`src/rtl/rp_pkg.sv`:
```
package rp_pkg;
  localparam int WORD_W     = 32;
  localparam int BE_W       = WORD_W / 8;
  localparam int WIN_LSB    = 8;           // 256-byte window
  localparam int IDX_W      = WIN_LSB - 2; // word index inside window
  localparam int POL_IDX    = (1 << IDX_W) - 1;
  localparam int FREEZE_BIT = 31;

  typedef struct packed {
    logic l2_cpl_dis;
    logic l1_cpl_dis;
    logic rsvd_ign;
    logic alloc_lru;
    logic lru_rr;
    logic ctx_dis;
    logic l1_io_dis;
    logic l3_io_dis;
  } pol_fields_t;
endpackage

```
`src/rtl/rp_addr_dec.sv`:
```
module rp_addr_dec #(
  parameter int ADDR_W   = 12,
  parameter int WIN_BASE = 12'hF00,
  parameter int NUM_GP   = 4
) (
  input  logic [ADDR_W-1:0] addr_i,
  output logic              hit_pol_o,
  output logic [NUM_GP-1:0] hit_gp_o,
  output logic              hit_any_o
);
  import rp_pkg::*;
  localparam int TAG_W = ADDR_W - WIN_LSB;
  localparam logic [ADDR_W-1:0] BASE_V = ADDR_W'(WIN_BASE);

  logic             in_win;
  logic [IDX_W-1:0] widx;

  assign widx   = addr_i[WIN_LSB-1:2];
  assign in_win = (addr_i[ADDR_W-1:WIN_LSB] == BASE_V[ADDR_W-1:WIN_LSB])
                  && (addr_i[1:0] == 2'b00);
  assign hit_pol_o = in_win && (widx == IDX_W'(POL_IDX));

  for (genvar k = 0; k < NUM_GP; k++) begin : g_dec
    assign hit_gp_o[k] = in_win && (widx == IDX_W'(k));
  end

  assign hit_any_o = hit_pol_o || (|hit_gp_o);

  logic [TAG_W-1:0] unused_tag;
  assign unused_tag = BASE_V[TAG_W-1:0];
endmodule

```
`src/rtl/rp_cfg_word.sv`:
```
module rp_cfg_word #(
  parameter int W = 32
) (
  input  logic         clk,
  input  logic         rst,
  input  logic         wr_i,
  input  logic         lock_i,
  input  logic [W/8-1:0] be_i,
  input  logic [W-1:0] wdata_i,
  output logic [W-1:0] q_o
);
  for (genvar b = 0; b < W/8; b++) begin : g_byte
    always_ff @(posedge clk) begin
      if (rst)
        q_o[8*b +: 8] <= '0;
      else if (wr_i && !lock_i && be_i[b])
        q_o[8*b +: 8] <= wdata_i[8*b +: 8];
    end
  end

  AST_WORD_FROZEN: assert property (@(posedge clk) disable iff (rst)
    lock_i |=> $stable(q_o));
  AST_BYTE_KEEP: assert property (@(posedge clk) disable iff (rst)
    (wr_i && !be_i[0]) |=> q_o[7:0] == $past(q_o[7:0]));
endmodule

```
`src/rtl/rp_policy_word.sv`:
```
module rp_policy_word
  import rp_pkg::*;
(
  input  logic              clk,
  input  logic              rst,
  input  logic              wr_i,
  input  logic [BE_W-1:0]   be_i,
  input  logic [WORD_W-1:0] wdata_i,
  output logic              lock_o,
  output pol_fields_t       fld_o,
  output logic [WORD_W-1:0] rd_o
);
  always_ff @(posedge clk) begin
    if (rst) begin
      lock_o <= 1'b0;
      fld_o  <= '0;
    end else if (wr_i && !lock_o) begin
      if (be_i[3]) begin
        if (wdata_i[FREEZE_BIT]) lock_o <= 1'b1;
        fld_o.l2_cpl_dis <= wdata_i[29];
        fld_o.l1_cpl_dis <= wdata_i[28];
        fld_o.rsvd_ign   <= wdata_i[27];
      end
      if (be_i[0]) begin
        fld_o.alloc_lru <= wdata_i[4];
        fld_o.lru_rr    <= wdata_i[3];
        fld_o.ctx_dis   <= wdata_i[2];
        fld_o.l1_io_dis <= wdata_i[1];
        fld_o.l3_io_dis <= wdata_i[0];
      end
    end
  end

  assign rd_o = {lock_o, 1'b1, fld_o.l2_cpl_dis, fld_o.l1_cpl_dis,
                 fld_o.rsvd_ign, 22'd0, fld_o.alloc_lru, fld_o.lru_rr,
                 fld_o.ctx_dis, fld_o.l1_io_dis, fld_o.l3_io_dis};

  AST_RESET_STATE: assert property (@(posedge clk) disable iff (rst)
    $past(rst) |-> (!lock_o && fld_o == '0));
  AST_LOCK_STICKY: assert property (@(posedge clk) disable iff (rst)
    lock_o |=> lock_o);
  AST_POL_FROZEN: assert property (@(posedge clk) disable iff (rst)
    lock_o |=> $stable(fld_o));
  AST_LOCK_WITH_FIELDS: assert property (@(posedge clk) disable iff (rst)
    (wr_i && !lock_o && be_i[3] && wdata_i[FREEZE_BIT]) |=>
      (lock_o && fld_o.l2_cpl_dis == $past(wdata_i[29])
              && fld_o.rsvd_ign == $past(wdata_i[27])));
  AST_LOCK_NEEDS_BE3: assert property (@(posedge clk) disable iff (rst)
    (!lock_o && !(wr_i && be_i[3] && wdata_i[FREEZE_BIT])) |=> !lock_o);
endmodule

```
`src/rtl/rp_policy_bank.sv`:
```
module rp_policy_bank
  import rp_pkg::*;
#(
  parameter int ADDR_W   = 12,
  parameter int WIN_BASE = 12'hF00,
  parameter int NUM_GP   = 4
) (
  input  logic                     clk,
  input  logic                     rst,
  input  logic [ADDR_W-1:0]        addr_i,
  input  logic                     we_i,
  input  logic [3:0]               be_i,
  input  logic [31:0]              wdata_i,
  output logic [31:0]              rdata_o,
  output logic                     lock_o,
  output logic                     l2_cpl_cache_dis_o,
  output logic                     l1_cpl_cache_dis_o,
  output logic                     rsvd_fault_ign_o,
  output logic                     l1_alloc_lru_o,
  output logic                     l1_lru_rr_start_o,
  output logic                     ctx_cache_dis_o,
  output logic                     l1_iotlb_dis_o,
  output logic                     l3_iotlb_dis_o,
  output logic [NUM_GP*32-1:0]     gp_q_o
);
  logic              hit_pol;
  logic [NUM_GP-1:0] hit_gp;
  logic              hit_any;
  logic              lock_q;
  pol_fields_t       fld;
  logic [31:0]       pol_rd;
  logic [31:0]       rd_mux;

  rp_addr_dec #(.ADDR_W(ADDR_W), .WIN_BASE(WIN_BASE), .NUM_GP(NUM_GP)) u_dec (
    .addr_i(addr_i), .hit_pol_o(hit_pol), .hit_gp_o(hit_gp), .hit_any_o(hit_any)
  );

  rp_policy_word u_pol (
    .clk(clk), .rst(rst), .wr_i(we_i && hit_pol), .be_i(be_i),
    .wdata_i(wdata_i), .lock_o(lock_q), .fld_o(fld), .rd_o(pol_rd)
  );

  for (genvar k = 0; k < NUM_GP; k++) begin : g_gp
    rp_cfg_word #(.W(32)) u_word (
      .clk(clk), .rst(rst), .wr_i(we_i && hit_gp[k]), .lock_i(lock_q),
      .be_i(be_i), .wdata_i(wdata_i), .q_o(gp_q_o[32*k +: 32])
    );
  end

  always_comb begin
    rd_mux = hit_pol ? pol_rd : 32'd0;
    for (int k = 0; k < NUM_GP; k++)
      if (hit_gp[k]) rd_mux = gp_q_o[32*k +: 32];
  end

  always_ff @(posedge clk) begin
    if (rst) rdata_o <= '0;
    else     rdata_o <= rd_mux;
  end

  assign lock_o             = lock_q;
  assign l2_cpl_cache_dis_o = fld.l2_cpl_dis;
  assign l1_cpl_cache_dis_o = fld.l1_cpl_dis;
  assign rsvd_fault_ign_o   = fld.rsvd_ign;
  assign l1_alloc_lru_o     = fld.alloc_lru;
  assign l1_lru_rr_start_o  = fld.lru_rr;
  assign ctx_cache_dis_o    = fld.ctx_dis;
  assign l1_iotlb_dis_o     = fld.l1_io_dis;
  assign l3_iotlb_dis_o     = fld.l3_io_dis;

  AST_DEC_ONEHOT: assert property (@(posedge clk) disable iff (rst)
    $onehot0({hit_pol, hit_gp}));
  AST_MISS_READS_ZERO: assert property (@(posedge clk) disable iff (rst)
    (!$past(rst) && !$past(hit_any)) |-> rdata_o == 32'd0);
  AST_POL_ONE_BIT: assert property (@(posedge clk) disable iff (rst)
    (!$past(rst) && $past(hit_pol)) |-> rdata_o[30]);
  AST_POL_RSVD_ZERO: assert property (@(posedge clk) disable iff (rst)
    (!$past(rst) && $past(hit_pol)) |-> rdata_o[26:5] == 22'd0);
  AST_LOCK_READBACK: assert property (@(posedge clk) disable iff (rst)
    (!$past(rst) && $past(hit_pol)) |-> rdata_o[31] == $past(lock_o));
endmodule

```
`config.mk`:
```
export PLATFORM = sky130hd
export DESIGN_NAME = rp_policy_bank
export DESIGN_NICKNAME = d
export VERILOG_FILES = /design/src/rtl/rp_pkg.sv /design/src/rtl/rp_addr_dec.sv /design/src/rtl/rp_cfg_word.sv /design/src/rtl/rp_policy_word.sv /design/src/rtl/rp_policy_bank.sv
export SDC_FILE = /design/constraint.sdc
export NUM_CORES = 1
export LEC_CHECK = 0
export BUFFER_PORTS_ARGS = -buffer_cell sky130_fd_sc_hd__buf_2
export CAP_MARGIN = 10
export CORE_UTILIZATION = 40
export DETAILED_ROUTE_END_ITERATION = 8
export SLEW_MARGIN = 20
export SYNTH_ARGS = -nofsm -noshare
export SYNTH_HDL_FRONTEND = slang
export SYNTH_SLANG_ARGS = --single-unit
```
`constraint.sdc`:
```
create_clock -name clk -period 2.2 [get_ports clk]
set_input_delay 0.11 -clock clk [delete_from_list [all_inputs] [get_ports clk]]
set_output_delay 0.11 -clock clk [all_outputs]
set_load 0.01 [all_outputs]
```
======== Word level (Yosys, flattened, before mapping) ========
Index checks and enable logic that the tools add are counted.
W data, S select, Z words.
word-level totals
  register bits ........................... 169
  input port bits ......................... 51
  output and inout bits ................... 169
  word-level logic and storage cells ...... 74
operators by class
  equality and inequality tests ........... 5
  multiplexer cells ....................... 5
  reductions and logical operators ........ 38
operators by type and width
  kind                  count
  $mux W32              5
  $logic_and A1 B1 Y1   32
  $eq A6 B2 Y1 const B  2
  $eq A6 B1 Y1 const B  1
  $eq A6 B6 Y1 const B  1
  $logic_not A6 Y1      1
  $eq A4 B4 Y1 const B  1
  $reduce_and A2 Y1     2
  $reduce_and A3 Y1     1
  $logic_not A2 Y1      1
  $logic_not A1 Y1      1

======== Depth between registers and ports, before layout ========
Gate-level depths: netlist of the first run.
  depth after elaboration ................. 8
  gate-level depth with buffers ........... 7
  gate-level depth less buffers ........... 4

======== Cells and area by module ========
Synthesis of the first run repeated with hierarchy kept, for this count alone.
second synthesis, totals
  cells, all modules ...................... 898
  area total of the unflattened synthesis .. 8802.2 um^2
by module, submodules not included
  module          instances  cells an instance  area each (um^2)  seq. area each (um^2)
  rp_cfg_word     4          143                1478.9            640.6
  rp_policy_bank  1          237                2122.0            640.6
  rp_policy_word  1          74                 663.1             180.2
  rp_addr_dec     1          15                 101.3             0.0

======== Worst setup path before layout of the first run ========
Ideal clock, no wire load.
  kind .................................... input to register
  from .................................... in addr_i[7]
  to ...................................... reg g_gp[0].u_word.q_o[21]
  setup time .............................. 70 ps
  arrival ................................. 1534 ps
  required time ........................... 2130 ps
  slack ................................... 596 ps
  stages on the path ...................... 6
  path buffers ............................ 2
  cells stage by stage .................... or4_4 nor4_4 buf_2 buf_4 nand4_1 a21oi_1
on the way
  longest elaborated chain between the ends .. 5
ends and longest elaborated chain
  item                              line                  RTL
  start: declaration                rp_policy_bank.sv:10  input logic [ADDR_W-1:0] addr_i,
  $logic_not A6 Y1                  rp_addr_dec.sv:24     assign hit_gp_o[k] = in_win && (widx == IDX_W'(k));
  $logic_and A1 B1 Y1               rp_addr_dec.sv:24
  $logic_and A1 B1 Y1               rp_policy_bank.sv:45  .clk(clk), .rst(rst), .wr_i(we_i && hit_gp[k]), .lock_i(lock_q),
  $logic_and A1 B1 Y1 (2 in a row)  rp_cfg_word.sv:16     else if (wr_i && !lock_i && be_i[b])
  end signal: indexed assignment    rp_cfg_word.sv:17     q_o[8*b +: 8] <= wdata_i[8*b +: 8];
  end: declaration                  rp_cfg_word.sv:10     output logic [W-1:0] q_o
No other way between the ends.
A chain may end at the register's enable or synchronous reset.

======== Worst setup path in the final report of the first run ========
  from .................................... reg u_pol.lock_o
  to ...................................... reg g_gp[0].u_word.q_o[4]
on the way
  longest elaborated chain between the ends .. 3
ends and longest elaborated chain
  item                              line                  RTL
  start: declaration                rp_policy_word.sv:9   output logic lock_o,
  start signal: assignment          rp_policy_word.sv:15  lock_o <= 1'b0;
  start signal: assignment          rp_policy_word.sv:19  if (wdata_i[FREEZE_BIT]) lock_o <= 1'b1;
  $logic_not A1 Y1                  rp_cfg_word.sv:16
  $logic_and A1 B1 Y1 (2 in a row)  rp_cfg_word.sv:16
No other way between the ends.

==> results of run 1 <==
## worst max path at each step
stage	from	end	slack [ns]	cells past startpoint
finish	u_pol.lock_o$_SDFFE_PP0P_	g_gp[0].u_word.q_o[4]$_SDFFE_PP0P_	0.49	5
global route	u_pol.lock_o$_SDFFE_PP0P_	g_gp[2].u_word.q_o[0]$_SDFFE_PP0P_	0.36	5
CTS	u_pol.lock_o$_SDFFE_PP0P_	g_gp[0].u_word.q_o[21]$_SDFFE_PP0P_	0.49	5
detailed placement	addr_i[7]	rdata_o[23]$_SDFF_PP0_	0.21	5
global placement	addr_i[7]	rdata_o[23]$_SDFF_PP0_	0.32	5
floorplan	addr_i[7]	g_gp[0].u_word.q_o[21]$_SDFFE_PP0P_	0.60	6
## tightest hold or removal path, delay by kind of cell
kind | cells | cell delay (ns)
AND/OR/NAND/NOR | 1 | 0.08
AO/OA/AOI/OAI | 1 | 0.06
buffers and inverters | 1 | 0.15
## flip-flops by register name, summed over array words and instances (netlist names)
| register | cells |
|---|---|
| u_pol.lock_o | 1 |
| u_pol.fld_o | 8 |
| g_gp.u_word.q_o | 128 |
| rdata_o | 32 |
## metal layers
metal / up-vias / part of all wire, % / global-route usage (%)
li1: 3632 / - / -
met1: 3702 / 44 / 37.5
met2: 361 / 47 / 43.0
met3: 36 / 7.0 / 5.72
met4: 0 / 1.9 / 9.64
met5: - / 0 / 0
## power breakdown
group,internal [mW],total [mW],switching [mW]
logic,0.147,0.452,0.306
registers,3.06,3.06,0.000143
clock network,1.92,3.13,1.21
total,5.13,6.64,1.51
## final cells by class
class	count	area [µm²]
timing repair buffer	292	1760
multi-input combinational	588	3680
inverter	2	7.51
sequential	169	3380
fill	1716	8360
clock inverter	7	144
tap	229	287
clock buffer	23	458
antenna	1	2.50
## cell families after synthesis
| family | synth area share, % |
|---|---|
| AO/OA/AOI/OAI | 22.5 |
| buffers and inverters | 5.24 |
| flip-flops | 45.6 |
| multiplexers | 7.32 |
| AND/OR/NAND/NOR | 19.4 |
## cells in the final DEF (no fill, tap or decap), types with 3 or more instances in the layout
master and count:
sky130_fd_sc_hd__nand3_1 17, sky130_fd_sc_hd__dlygate4sd3_1 26, sky130_fd_sc_hd__a2111oi_0 9, sky130_fd_sc_hd__a21oi_1 104
sky130_fd_sc_hd__nand2b_1 44, sky130_fd_sc_hd__clkbuf_1 5, sky130_fd_sc_hd__o31ai_1 3, sky130_fd_sc_hd__nand4_1 104
sky130_fd_sc_hd__and3b_1 4, sky130_fd_sc_hd__o21ai_1 3, sky130_fd_sc_hd__bufinv_16 4, sky130_fd_sc_hd__o21ai_0 119
sky130_fd_sc_hd__nor2_1 43, sky130_fd_sc_hd__buf_12 4, sky130_fd_sc_hd__nor3_1 3, sky130_fd_sc_hd__buf_4 44
sky130_fd_sc_hd__and2_1 4, sky130_fd_sc_hd__dfxtp_1 169, sky130_fd_sc_hd__nand2_1 6, sky130_fd_sc_hd__o211ai_1 10
sky130_fd_sc_hd__and3_1 3, sky130_fd_sc_hd__a211oi_1 10, sky130_fd_sc_hd__o2bb2ai_1 10, sky130_fd_sc_hd__buf_2 218
sky130_fd_sc_hd__a22oi_1 10, sky130_fd_sc_hd__mux2i_1 52, sky130_fd_sc_hd__a221o_1 10, sky130_fd_sc_hd__clkbuf_16 17
## synth_stat cells
cell                        count
sky130_fd_sc_hd__a2111oi_0      9
sky130_fd_sc_hd__a211oi_1      10
sky130_fd_sc_hd__a21oi_1      104
sky130_fd_sc_hd__a221o_1       10
sky130_fd_sc_hd__a22oi_1       10
sky130_fd_sc_hd__a41oi_1        1
sky130_fd_sc_hd__and2_1         4
sky130_fd_sc_hd__and3_1         3
sky130_fd_sc_hd__and3b_1        4
sky130_fd_sc_hd__and4_1         1
sky130_fd_sc_hd__buf_2          8
sky130_fd_sc_hd__buf_4          4
sky130_fd_sc_hd__clkbuf_1      83
sky130_fd_sc_hd__dfxtp_1      169
sky130_fd_sc_hd__inv_1          2
sky130_fd_sc_hd__mux2_2         2
sky130_fd_sc_hd__mux2i_1       52
sky130_fd_sc_hd__nand2_1        6
sky130_fd_sc_hd__nand2b_1      44
sky130_fd_sc_hd__nand3_1       17
sky130_fd_sc_hd__nand3_2        1
sky130_fd_sc_hd__nand4_1      104
sky130_fd_sc_hd__nand4bb_1      1
sky130_fd_sc_hd__nor2_1        44
sky130_fd_sc_hd__nor2b_1        2
sky130_fd_sc_hd__nor3_1         3
sky130_fd_sc_hd__nor3_4         1
sky130_fd_sc_hd__nor4_1         1
sky130_fd_sc_hd__nor4_2         2
sky130_fd_sc_hd__nor4_4         1
sky130_fd_sc_hd__nor4bb_1       2
sky130_fd_sc_hd__o211ai_1      10
sky130_fd_sc_hd__o21ai_0      119
sky130_fd_sc_hd__o21ai_1        3
sky130_fd_sc_hd__o22ai_1        2
sky130_fd_sc_hd__o2bb2ai_1     10
sky130_fd_sc_hd__o31ai_1        3
sky130_fd_sc_hd__or2_2          1
sky130_fd_sc_hd__or4_4          1
## stage by stage
step,cell area [µm²],util [%],cells
6_report,9720,53.8,1311
5_1_grt,9720,53.7,1310
4_1_cts,9720,53.7,1310
3_5_place_dp,8860,49.0,1254
3_3_place_gp,8860,49.0,1254
2_1_floorplan,7420,-,854
## timing repair
item / 4_1_cts / 5_1_grt
hold endpoints to repair: 93 / 0
endpoints found under the setup margin: 0 / 0
hold buffers: 26 / 0
==> flow_results.org, run 1 <==
** Floorplanning
- DIE HEIGHT :: 138 µm
- The initialized floorplan defines 49 standard-cell rows.
- 220 I/O pins were placed.
- Die X :: 138 µm
- The region available for standard cell placement spans 0.0181 mm².
- Die area :: 0.0191 mm²
- Starting Density :: 41.0%

** STA
- Setup violations remaining at the end of the flow were counted as 0.
- For the final routed database, the setup TNS stands at 0 ns.
- After layout, the minimum clock period comes to 1.71 ns.
- Between clock sinks in the finished design, the worst skew comes to 0.00573 ns.
- The final hold violation count is 0.
- Number of pins exceeding their max-slew limit in the final report :: 0
- Setup slack closes at 0.490 ns.
- Max Clk Rate :: 585 MHz
- Dividing the final minimum period by the clock period gives 77.7%.
- Worst slew margin :: 55.4%
- For the pin with the worst max-slew slack, the measured transition is 0.669 ns.
- Across all hold checks on the routed design, the worst slack comes to 0.0285 ns.
- Setup repair after global routing left no endpoint under its margin.

** Route
- Number of nets with antenna violations after routing :: 0
- In this run, the number of DRC markers left after iteration 0 of detailed routing was 790.
- Routed vias :: 7731
- For this run, design rule violations remaining after detail routing come to 48.
- Detailed-route wire length per cell :: 20.2 µm
- Vias per cell :: 5.90
- Detailed-router iteration count before antenna repair :: 8
- The routed design has 26.5 mm of wire.

** Power and ir drop
- Worst vdd ir :: 0.562 mV
- The analysis attributes to cell leakage a power of 4.11 nW.
- Total power draw :: 6.64 mW
- Areal power density over the cells :: 683 mW/mm²

** Setup path
- Critical path data arrival time :: 2.05 ns
- The worst setup path is captured at a flop.
- Along the worst path, the maximum fanout reaches 62.
- Critical Path RT :: 2.54 ns
- In this run the critical register-to-register path is launched from u_pol.lock_o$_SDFFE_PP0P_.
- Worst-case reg-to-reg path depth :: 5
- The largest individual stage delay along the critical path comes from the cell sky130_fd_sc_hd__dfxtp_1.
- The largest single stage delay on the critical path is 0.38 ns.
- Walking the worst path, the cells encountered are nand2b_1 -> nor4_4 -> buf_12 -> nand4_1 -> a21oi_1.
- The critical path is of the flop to flop type.
- Worst path top cell family by delay :: simple AND/OR/NAND/NOR gates
- The worst setup path is launched from a flop.
- Worst r2r dst :: g_gp[0].u_word.q_o[4]$_SDFFE_PP0P_
- Reg-to-reg setup timing slack :: 0.49 ns
- The number of buffers and inverters on the critical path is 1.

** CTS
- The H-tree generated during clock tree synthesis spans 4 levels.
- Clock-pin slew was measured on the worst setup and hold paths at 0.06 ns.
- The number of gates resized after CTS was 0.
- Skew-Pair Late Insertion Delay :: 0.42 ns
- Post-CTS setup buffers :: 0
- No sink is reached through more buffers than the 2 on the longest clock path.
- CTS Buf Count :: 17
- Sink Count :: 169
- Root Driver :: sky130_fd_sc_hd__clkbuf_16
- TritonCTS built the clock tree.

** Logic synthesis
- The synthesized netlist occupies a cell area of 0.00742 mm².
- In this run, distinct cell masters in the synthesized netlist total 39.
- Synthesis produced 854 cells.
- Avg Inst Size Synth :: 8.69 µm²
- Ranked by total cell area, the synthesized netlist is headed by sky130_fd_sc_hd__dfxtp_1, sky130_fd_sc_hd__nand4_1, sky130_fd_sc_hd__o21ai_0.
- The Yosys step of the flow raised 0 warnings.
- Synth Register Bits :: 169
- Synthesis produced a netlist with a net count of 905.
- Sequential cells were found to cover 45.6% of the synthesized design area.
- Top-area cell type share of the netlist area :: 45.6%
- The largest total area in the synthesized netlist belongs to sky130_fd_sc_hd__dfxtp_1.

** Place
- OpenSTA, run right after detailed placement, puts the worst setup slack at 0.207 ns.
- Number of buffers inserted by port buffering :: 219
- Hpwl dp :: 17.1 mm
- At the end of routability-driven placement, the weighted congestion stood at 0.836.

** Global routing
- Global routing consumed, over all layers together, 27.5% of the routing resources.
- Entering global routing, the biggest net connects 65 pins.
- First-pass GRT wire length :: 41.3 mm
- After global routing the overflow that remains totals 0.
- Vias in the first global route :: 7041
- Antenna violations before repair :: 1

** Flow run
- Across the run, the number of max-cap violations was 0.

** Hold path
- Worst hold path class :: primary input to flop
- The worst hold path passes through 3 cells.
- Endpoint, Worst Hold :: g_gp[1].u_word.q_o[2]$_SDFFE_PP0P_
- Startpoint of the lowest-slack hold path :: wdata_i[2]

** Status
- The flow ran to the end, but the final reports show violations.
- Failing checks :: design-rule violations

** Finish
- Relative to the synthesized area, the layout overhead comes to 31.0%.
- After the last flow step, the layout net total stands at 1121.
- The post-route netlist has 28.1% of its cells at a drive strength greater than 1.
Note: power is estimated with default switching activity, not from simulation.
==> inputs of run 2 (changes only) <==
--- a/config.mk
+++ b/config.mk
@@ -5,10 +5,12 @@
 export SDC_FILE = /design/constraint.sdc
 export NUM_CORES = 1
 export LEC_CHECK = 0
+export ABC_AREA = 1
 export BUFFER_PORTS_ARGS = -buffer_cell sky130_fd_sc_hd__buf_2
 export CAP_MARGIN = 10
 export CORE_UTILIZATION = 40
 export DETAILED_ROUTE_END_ITERATION = 8
+export PLACE_DENSITY = 0.66
 export SLEW_MARGIN = 20
 export SYNTH_ARGS = -nofsm -noshare
 export SYNTH_HDL_FRONTEND = slang
==> constraint.sdc (replaced) <==
create_clock -name clk -period 1.5 [get_ports clk]
set_input_delay 0.075 -clock clk [delete_from_list [all_inputs] [get_ports clk]]
set_output_delay 0.075 -clock clk [all_outputs]
set_load 0.01 [all_outputs]
==> flow_results.org, run 2 <==
** Global routing
- Global routing met2 resource utilization :: 38.9% (-4.0 points)
- First-pass GRT wire length :: 36.8 mm (-11%)
- In this run the most used layer during global routing was met2.
- All-layer global routing usage :: 23.6% (-3.9 points)
- The global-route congestion overflow total was 0 (unchanged).
- Largest net degree at the start of global routing :: 86 (+32%)
- Vias in the first global route :: 7249 (+3.0%)
- The met3 usage in global routing came to 5.53% (-0.18 points).
- Grt met1 use :: 30.0% (-7.5 points)
- The initial antenna violation count is 1 (unchanged).

** Logic synthesis
- The post-synthesis area per instance is 6.51 µm² (-25%).
- Most frequent cell after synthesis :: sky130_fd_sc_hd__nor2_1
- The combined area of all synthesized cells came to 0.00777 mm² (+4.7%).
- The largest total area in the synthesized netlist belongs to sky130_fd_sc_hd__dfxtp_1.
- Cell types with the largest area share after synthesis :: sky130_fd_sc_hd__dfxtp_1, sky130_fd_sc_hd__nor2_1, sky130_fd_sc_hd__nand2_1
- Mapped Cells :: 1194 (+40%)
- Number of flops mapped to enable cells by yosys :: 0 (unchanged)
- Yosys warnings :: 0 (unchanged)
- For this run, the leading register cell type out of synthesis is sky130_fd_sc_hd__dfxtp_1.
- The number of nets in the synthesized netlist is 1245 (+38%).
- Post-synthesis sequential area ratio :: 43.5% (-2.1 points)
- Count of distinct cell types in the synthesized netlist :: 27 (-31%)
- The share of the synthesized area in the top cell type came to 43.5% (-2.1 points).
- The flop and latch count out of synthesis came to 169 (unchanged).
- After synthesis, the most frequently instantiated cells are sky130_fd_sc_hd__nor2_1, sky130_fd_sc_hd__nand2_1, sky130_fd_sc_hd__inv_1.
- The share of flip-flops with an asynchronous set or reset was 0% (unchanged).

** Power and ir drop
- The overall power of the completed layout was 9.30 mW (+40%).
- Clock network power share :: 47.5% (+0.4 points)
- The logic gate share of total power was 4.3% (-2.5 points).
- Reported net switching power :: 2.08 mW (+37%)
- Areal power density over the cells :: 897 mW/mm² (+31%)
- Worst vdd ir :: 0.762 mV (+36%)
- Sequential cell fraction of total power :: 48.3% (+2.2 points)
- The internal power summed over all cells came to 7.22 mW (+41%).
- Leakage power :: 5.70 nW (+39%)
- Switching share of total power :: 22.3% (-0.44 points)

** STA
- Worst slew margin :: 69.1% (+14 points)
- Slew at the pin closest to its max-slew limit :: 0.462 ns (-0.207 ns)
- Final setup violation count :: 0 (unchanged)
- Summed negative setup slack over all endpoints :: 0 ns (unchanged)
- The timing-limited maximum frequency is 712 MHz (+22%).
- Fin crit period :: 1.40 ns (-0.306 ns)
- The max-slew violation total from the final report came to 0 (unchanged).
- Clk_skew :: 0.00907 ns (+0.00333 ns)
- The period utilization was 93.6% (+16 points).
- Endpoints failing hold :: 0 (unchanged)
- Setup repair after global routing could not meet its margin everywhere.

** CTS
- Clock tree from TritonCTS :: yes
- Register clock-pin slew on the reported worst setup and hold paths :: 0.07 ns (about the same)
- The clock latency reported for the late side of the worst-skew pair is 0.43 ns (about the same).
- The post-CTS repair timing setup buffer count came to 0 (unchanged).
- CTS Buf Count :: 17 (unchanged)
- The total number of clock tree sinks was 169 (unchanged).
- Maximum buffer depth of the clock tree :: 2 (unchanged)
- Root Driver :: sky130_fd_sc_hd__clkbuf_16
- The count of H-tree levels built during CTS came to 4 (unchanged).

** Finish
- In the final layout, the registers with the most flip-flops are g_gp.u_word.q_o (128), rdata_o (32), u_pol.fld_o (8).
- Final-stage net count :: 1506 (+34%)
- Post-layout instance area :: 0.0104 mm² (+6.6%)
- Max reg flops :: 128 (unchanged)
- More flip-flops sit in one register than any other, and that register is g_gp.u_word.q_o.
- Highest-count cells in the layout ignoring fill and taps :: sky130_fd_sc_hd__nor2_1, sky130_fd_sc_hd__nand2_1, sky130_fd_sc_hd__buf_2, sky130_fd_sc_hd__inv_1, sky130_fd_sc_hd__dfxtp_1
- Most common cell after layout, fill and taps aside :: sky130_fd_sc_hd__nor2_1
- Syn-to-layout area delta :: 33.3%
- Final std cells w/o fill :: 1729 (+32%)
- Layout cell share with drive strength beyond 1 :: 22.9% (-5.2 points)

** Route
- Routed vias :: 7789 (+0.75%)
- Number of nets with antenna violations after routing :: 0 (unchanged)
- DRT Wirelength :: 23.2 mm (-12%)
- Detailed-route wire length per cell :: 13.4 µm (-34%)
- The first-pass iteration count of the detailed router is 5 (-3).
- The DRC violations left is 0 (-100%).
- Initial DRC count :: 427 (-46%)
- The post-detailed-route via-to-cell ratio is 4.50 (-24%).

** Floorplanning
- The vertical die dimension is 141 µm (+2.3%).
- Starting Density :: 41.2% (+0.11 points)
- The overall die area came to 0.0200 mm² (+4.7%).
- Total I/O pin count :: 220 (unchanged)
- The x dimension of the die came to 141 µm (+2.3%).
- The cell row count is 50 (+2.0%).
- Area of the placeable core :: 0.0189 mm² (+4.5%)

** Place
- Cell total after placement :: 1664 (+33%)
- Gpl congestion :: 0.812 (-2.9%)
- Number of buffers inserted by port buffering :: 219 (unchanged)
- Post-detailed-placement cell area :: 0.00944 mm² (+6.5%)
- The final HPWL from detailed placement was 16.4 mm (-4.3%).

** Setup path
- The data required time at the worst endpoint was 1.83 ns (-0.71 ns).
- Worst r2r dst :: g_gp[0].u_word.q_o[25]$_SDFFE_PP0P_
- The slack of the worst reg-to-reg path came to 0.1 ns (-0.39 ns).
- Category of the worst setup path launch point :: flop
- The worst setup path is captured at a flop.
- Critical Path, Cell by Cell :: inv_1 -> nand2_2 -> nor2_4 -> nand2_2 -> nand2_1 -> nor3b_1
- The worst register-to-register path begins at u_pol.lock_o$_SDFFE_PP0P_.
- The most numerous cell type found on the critical path is sky130_fd_sc_hd__nand2_2.
- Max Fanout on Critical Path :: 16 (-74%)
- The number of buffers and inverters on the critical path was 1 (unchanged).
- The logic depth of the worst register-to-register path was 6 (+1).
- Type of the setup path with the least slack :: flop to flop
- Destination of the critical timing path :: g_gp[0].u_word.q_o[25]$_SDFFE_PP0P_
- Crit path max-delay cell type :: sky130_fd_sc_hd__dfxtp_1
- The critical path starts at u_pol.lock_o$_SDFFE_PP0P_.
- The largest incremental delay on the critical path is 0.33 ns (-0.05 ns).
- The arrival time of data at the critical path endpoint came to 1.73 ns (-0.32 ns).
- Worst path top cell family by delay :: simple AND/OR/NAND/NOR gates
- Number of cells on the critical path :: 6 (+1)

** Flow run
- The number of maximum-capacitance violations was 0 (unchanged).

** Status
- The flow ran to the end, and the final reports show no timing, DRC or antenna violations.

** Hold path
- In this run the worst hold path is classified as primary input to flop.
-- run 2: changes by cell type after synthesis, sizes merged, moves of 32 or more --
cell / delta
inv: +193
nand3: +62
nand2b: -44
o21ai: -75
nand2: +302
nor3b: +32
nand4: -100
mux2i: -52
nor2: +259
clkbuf: -53
a21oi: -103
-- run 2: worst min path at each step --
stage,depth (start not counted),endpoint,startpoint,slack (ns)
floorplan,2,g_gp[1].u_word.q_o[0]$_SDFFE_PP0P_,wdata_i[0],0.21
global placement,3,g_gp[3].u_word.q_o[19]$_SDFFE_PP0P_,wdata_i[19],0.35
detailed placement,3,g_gp[3].u_word.q_o[21]$_SDFFE_PP0P_,wdata_i[21],0.36
CTS,3,rdata_o[2]$_SDFF_PP0_,addr_i[3],0.008
global route,3,rdata_o[2]$_SDFF_PP0_,addr_i[3],0.06
finish,3,rdata_o[2]$_SDFF_PP0_,addr_i[3],0.02
-- run 2: final cells by class --
class                   count  area (µm²)
clock inverters            11         121
repair buffers            289        1850
flip-flops and latches    169        3380
well taps                 260         325
inverters                 197         742
multi-input cells         781        3460
clock buffers              21         470
diodes                      1        2.50
fillers                  1906        8530
-- run 2: cell families after synthesis --
kind of cell / synth area share, %
AOI/OAI and AO/OA: 3.19
buffers and inverters: 12.2
DFF: 43.5
and+or+nand+nor: 41.1
-- run 2: worst register-to-register path, delay by kind of cell (launching register included) --
kind / cells / cell delay, ns
buffers and inverters: 1 / 0.09
DFF: 1 / 0.33
and+or+nand+nor: 5 / 0.89
-- run 2: power groups by stage --
stage	registers (mW)	logic, mW	clock network (mW)
after floorplan	4.59	0.136	0
after detailed placement	4.59	0.329	0
final	4.49	0.397	4.41
after global routing	4.48	0.433	4.69
after CTS	4.49	0.397	4.47
after global placement	4.59	0.327	0
-- run 2: repair_timing --
| action | 4_1_cts | 5_1_grt |
|---|---|---|
| endpoints found under the setup margin | 8 | 43 |
| pin swaps | 0 | 0 |
| endpoints found under the hold margin | 130 | 0 |
| resized for setup | 1 | 2 |
| hold buffers | 32 | 0 |
-- run 2: routing by layer --
layer	part of all wire [%]	up-vias	wire length [µm]
met5	0	-	0
met4	1.8	0	420
met3	7.0	24	1630
met2	46	245	10700
met1	45	3451	10500
li1	-	4069	-
-- run 2: metrics by stage --
step / utilization [%] / hold slack, ns / worst slack, ns
6_report: 54.8 / 0.0188 / 0.0959
5_1_grt: 54.8 / 0.0595 / -0.0124
4_1_cts: 54.8 / 0.00806 / 0.0421
3_5_place_dp: 49.9 / 0.356 / -0.0907
3_3_place_gp: 49.9 / 0.354 / -0.0459
2_1_floorplan: - / 0.210 / 0.00714
==> inputs of run 3 (changes only) <==
--- a/config.mk
+++ b/config.mk
@@ -8,8 +8,10 @@
 export ABC_AREA = 1
 export BUFFER_PORTS_ARGS = -buffer_cell sky130_fd_sc_hd__buf_2
 export CAP_MARGIN = 10
+export CORE_MARGIN = 5
 export CORE_UTILIZATION = 40
 export DETAILED_ROUTE_END_ITERATION = 8
+export HOLD_SLACK_MARGIN = 0.06
 export PLACE_DENSITY = 0.66
 export SLEW_MARGIN = 20
 export SYNTH_ARGS = -nofsm -noshare
==> flow_results.org, run 3 (synthesized netlist as in run 2, its figures left out) <==
** Floorplanning
- The cell row count is 51 (+2.0%).
- The overall die area is 0.0223 mm² (+12%).
- The placeable core region came to 0.0193 mm² (+2.0%).
- The vertical die dimension was 149 µm (+5.7%).
- Starting Density :: 40.3% (-0.81 points)
- The x dimension of the die is 149 µm (+5.7%).
- Total I/O pin count :: 220 (unchanged)

** STA
- Final setup violation count :: 0 (unchanged)
- The max-slew violation total from the final report was 0 (unchanged).
- Endpoints failing hold :: 0 (unchanged)
- Slew at the pin closest to its max-slew limit :: 0.602 ns (+0.141 ns)
- Final critical-path share of the clock period :: 94.9% (+1.3 points)
- Setup repair after global routing could not meet its margin everywhere.
- Fin crit period :: 1.42 ns (+0.0189 ns)
- Max Clk Rate :: 703 MHz (-1.3%)
- Clk_skew :: 0.0129 ns (+0.00385 ns)
- The remaining max-slew budget at the tightest pin was 59.8% (-9.3 points).

** Power and ir drop
- Leakage power :: 5.77 nW (+1.3%)
- The logic gate share of total power came to 4.2% (about the same).
- The internal power summed over all cells is 7.53 mW (+4.2%).
- The share of total power in sequential cells was 46.6% (-1.7 points).
- Switching share of total power :: 21.8% (-0.52 points)
- Areal power density over the cells :: 914 mW/mm² (+1.8%)
- Worst vdd ir :: 0.748 mV (-1.9%)
- Clock network power share :: 49.2% (+1.7 points)
- Reported net switching power :: 2.10 mW (+1.1%)

** Setup path
- The arrival time of data at the critical path endpoint is 1.76 ns (+0.03 ns).
- Worst path top cell family by delay :: simple AND/OR/NAND/NOR gates
- Worst R2R Start :: u_pol.lock_o$_SDFFE_PP0P_
- Buffers & Inverters on Critical Path :: 3 (+2)
- Worst r2r dst :: g_gp[0].u_word.q_o[1]$_SDFFE_PP0P_
- STA classifies the critical path endpoint as a flop.
- Destination of the critical timing path :: g_gp[0].u_word.q_o[1]$_SDFFE_PP0P_
- Walking the worst path, the cells encountered are inv_1 -> nand2_1 -> buf_4 -> nor2_4 -> buf_4 -> nand2_8 -> nand2_1 -> nor3b_1.
- Critical path's largest stage delay :: 0.33 ns (about the same)
- Worst-case reg-to-reg path depth :: 8 (+2)
- The slowest stage of the critical path belongs to the cell sky130_fd_sc_hd__dfxtp_1.
- STA classifies the critical path startpoint as a flop.
- Critical Path RT :: 1.83 ns (about the same)
- The largest fanout on the critical path was 16 (unchanged).
- In this run the worst setup path begins at u_pol.lock_o$_SDFFE_PP0P_.
- Number of cells on the critical path :: 8 (+2)
- The slack of the worst reg-to-reg path came to 0.08 ns (-0.02 ns).
- The setup path with the least slack is of type flop to flop.

** CTS
- The clock edge transition at the registers on the reported setup and hold paths came to 0.06 ns (about the same).
- Maximum buffer depth of the clock tree :: 2 (unchanged)
- The clock latency reported for the late side of the worst-skew pair came to 0.43 ns (about the same).
- TritonCTS built the clock tree.
- Root Driver :: sky130_fd_sc_hd__clkbuf_16
- The count of H-tree levels built during CTS came to 4 (unchanged).
- CTS Buf Count :: 17 (unchanged)
- Sink Count :: 169 (unchanged)

** Place
- Hpwl dp :: 17.1 mm (+4.4%)
- Number of buffers inserted by port buffering :: 219 (unchanged)
- Gpl congestion :: 0.853 (+5.1%)
- The placed cell area was 0.00949 mm² (+0.60%).

** Route
- Detailed-route wire length per cell :: 14.0 µm (+4.5%)
- Detailed-router iteration count before antenna repair :: 5 (unchanged)
- Drc violations :: 0 (unchanged)
- The final wirelength was 24.4 mm (+5.0%).
- Number of nets with antenna violations after routing :: 0 (unchanged)
- Routed vias :: 7890 (+1.3%)
- The count of routing violations after the opening detailed-route iteration came to 401 (-6.1%).
- Vias per cell :: 4.54 (+0.77%)

** Finish
- More flip-flops sit in one register than any other, and that register is g_gp.u_word.q_o.
- Leaving out fill and tap cells, the most frequent cell in the layout is sky130_fd_sc_hd__nor2_1.
- Final-stage net count :: 1511 (+0.33%)
- The fill cell instance count of the final layout came to 1919 (+0.68%).
- Post-layout instance area :: 0.0105 mm² (+1.7%)
- The proportion of layout cells with a drive suffix above 1 was 23.0% (+0.074 points).
- Max reg flops :: 128 (unchanged)
- The largest registers in the layout are g_gp.u_word.q_o (128), rdata_o (32), u_pol.fld_o (8).
- Highest-count cells in the layout ignoring fill and taps :: sky130_fd_sc_hd__nor2_1, sky130_fd_sc_hd__nand2_1, sky130_fd_sc_hd__buf_2, sky130_fd_sc_hd__inv_1, sky130_fd_sc_hd__dfxtp_1
- The core occupancy in the finished layout came to 54.7% (-0.17 points).
- Syn-to-layout area delta :: 35.5%

** Hold path
- In this run the most critical hold path is launched from be_i[3].
- Worst hold path class :: primary input to flop

** Flow run
- The number of maximum-capacitance violations was 0 (unchanged).

** Global routing
- All-layer global routing usage :: 21.6% (-1.9 points)
- The largest net degree at the start of global routing is 61 (-29%).
- Antenna violations before repair :: 3 (+2)
- Overflow after GRT :: 0 (unchanged)
- The wire length of the first global-routing pass was 38.2 mm (+3.8%).
- Vias in the first global route :: 7342 (+1.3%)

** Status
- The run finished with clean final reports.
## run 3: cell count changes in the layout (fill, tap and decap cells not counted), moves of 2 or more
| cell | change |
|---|---|
| sky130_fd_sc_hd__nor3b_1 | -3 |
| sky130_fd_sc_hd__nand2_4 | +2 |
| sky130_fd_sc_hd__bufinv_16 | +2 |
| sky130_fd_sc_hd__buf_4 | -2 |
| sky130_fd_sc_hd__buf_12 | +4 |
| sky130_fd_sc_hd__clkinv_2 | -3 |
| sky130_fd_sc_hd__dlygate4sd3_1 | +3 |
| sky130_fd_sc_hd__nand2_2 | -4 |
| sky130_fd_sc_hd__nor3b_2 | +3 |
## run 3: through the flow
step	hold slack, ns	power, mW	setup TNS [ns]	setup WS (ns)	std cells
floorplan	0.210	4.72	0	0.00714	1194
global placement	0.352	4.92	-0.917	-0.0487	1669
detailed placement	0.359	4.92	-1.43	-0.0774	1669
CTS	0.0699	9.69	0	0.00643	1735
global route	0.108	9.94	-0.435	-0.0560	1738
finish	0.0965	9.62	0	0.0771	1738
## run 3: area by class of cell
| type | instances | area, µm² | area share (%) |
|---|---|---|---|
| diodes | 1 | 2.50 | 0.0238 |
| clock inverters | 10 | 168 | 1.59 |
| inverters | 197 | 742 | 7.04 |
| well taps | 265 | 332 | 3.15 |
| multi-input cells | 781 | 3500 | 33.2 |
| clock buffers | 21 | 460 | 4.37 |
| repair buffers | 294 | 1950 | 18.5 |
| flip-flops and latches | 169 | 3380 | 32.1 |
## run 3: worst min-delay path by stage
stage,endpoint,slack [ns],cells after the start
after floorplan,g_gp[1].u_word.q_o[0]$_SDFFE_PP0P_,0.21,2
after global placement,g_gp[1].u_word.q_o[19]$_SDFFE_PP0P_,0.35,3
after detailed placement,g_gp[1].u_word.q_o[21]$_SDFFE_PP0P_,0.36,3
after CTS,u_pol.lock_o$_SDFFE_PP0P_,0.07,5
after global routing,u_pol.lock_o$_SDFFE_PP0P_,0.11,5
final,u_pol.lock_o$_SDFFE_PP0P_,0.1,5
## run 3: metal layers
| metal | routed length, µm | part of all wire (%) | global-route usage, % |
|---|---|---|---|
| met4 | 440 | 1.8 | 6.27 |
| met3 | 1790 | 7.3 | 6.39 |
| met2 | 11200 | 46 | 34.9 |
| met1 | 10900 | 45 | 28.2 |
| met5 | 31 | 0.13 | 0 |
## run 3: power by group through the flow
stage	logic, mW	clock network [mW]	registers (mW)
floorplan	0.136	0	4.59
global placement	0.332	0	4.59
detailed placement	0.331	0	4.59
CTS	0.401	4.80	4.49
global route	0.444	5.01	4.48
finish	0.407	4.73	4.49
## run 3: timing repair
item	in CTS	in global routing
buffers inserted	0	2
hold endpoints to repair	141	0
hold buffers	35	0
gates resized for setup	0	9
setup endpoints to repair	0	49
## run 3: worst min-delay path: stages
cell and delay (ns):
sky130_fd_sc_hd__buf_2 0.17, sky130_fd_sc_hd__nand4_1 0.11, sky130_fd_sc_hd__nand2_1 0.05, sky130_fd_sc_hd__nand2_1 0.05
sky130_fd_sc_hd__inv_1 0.03
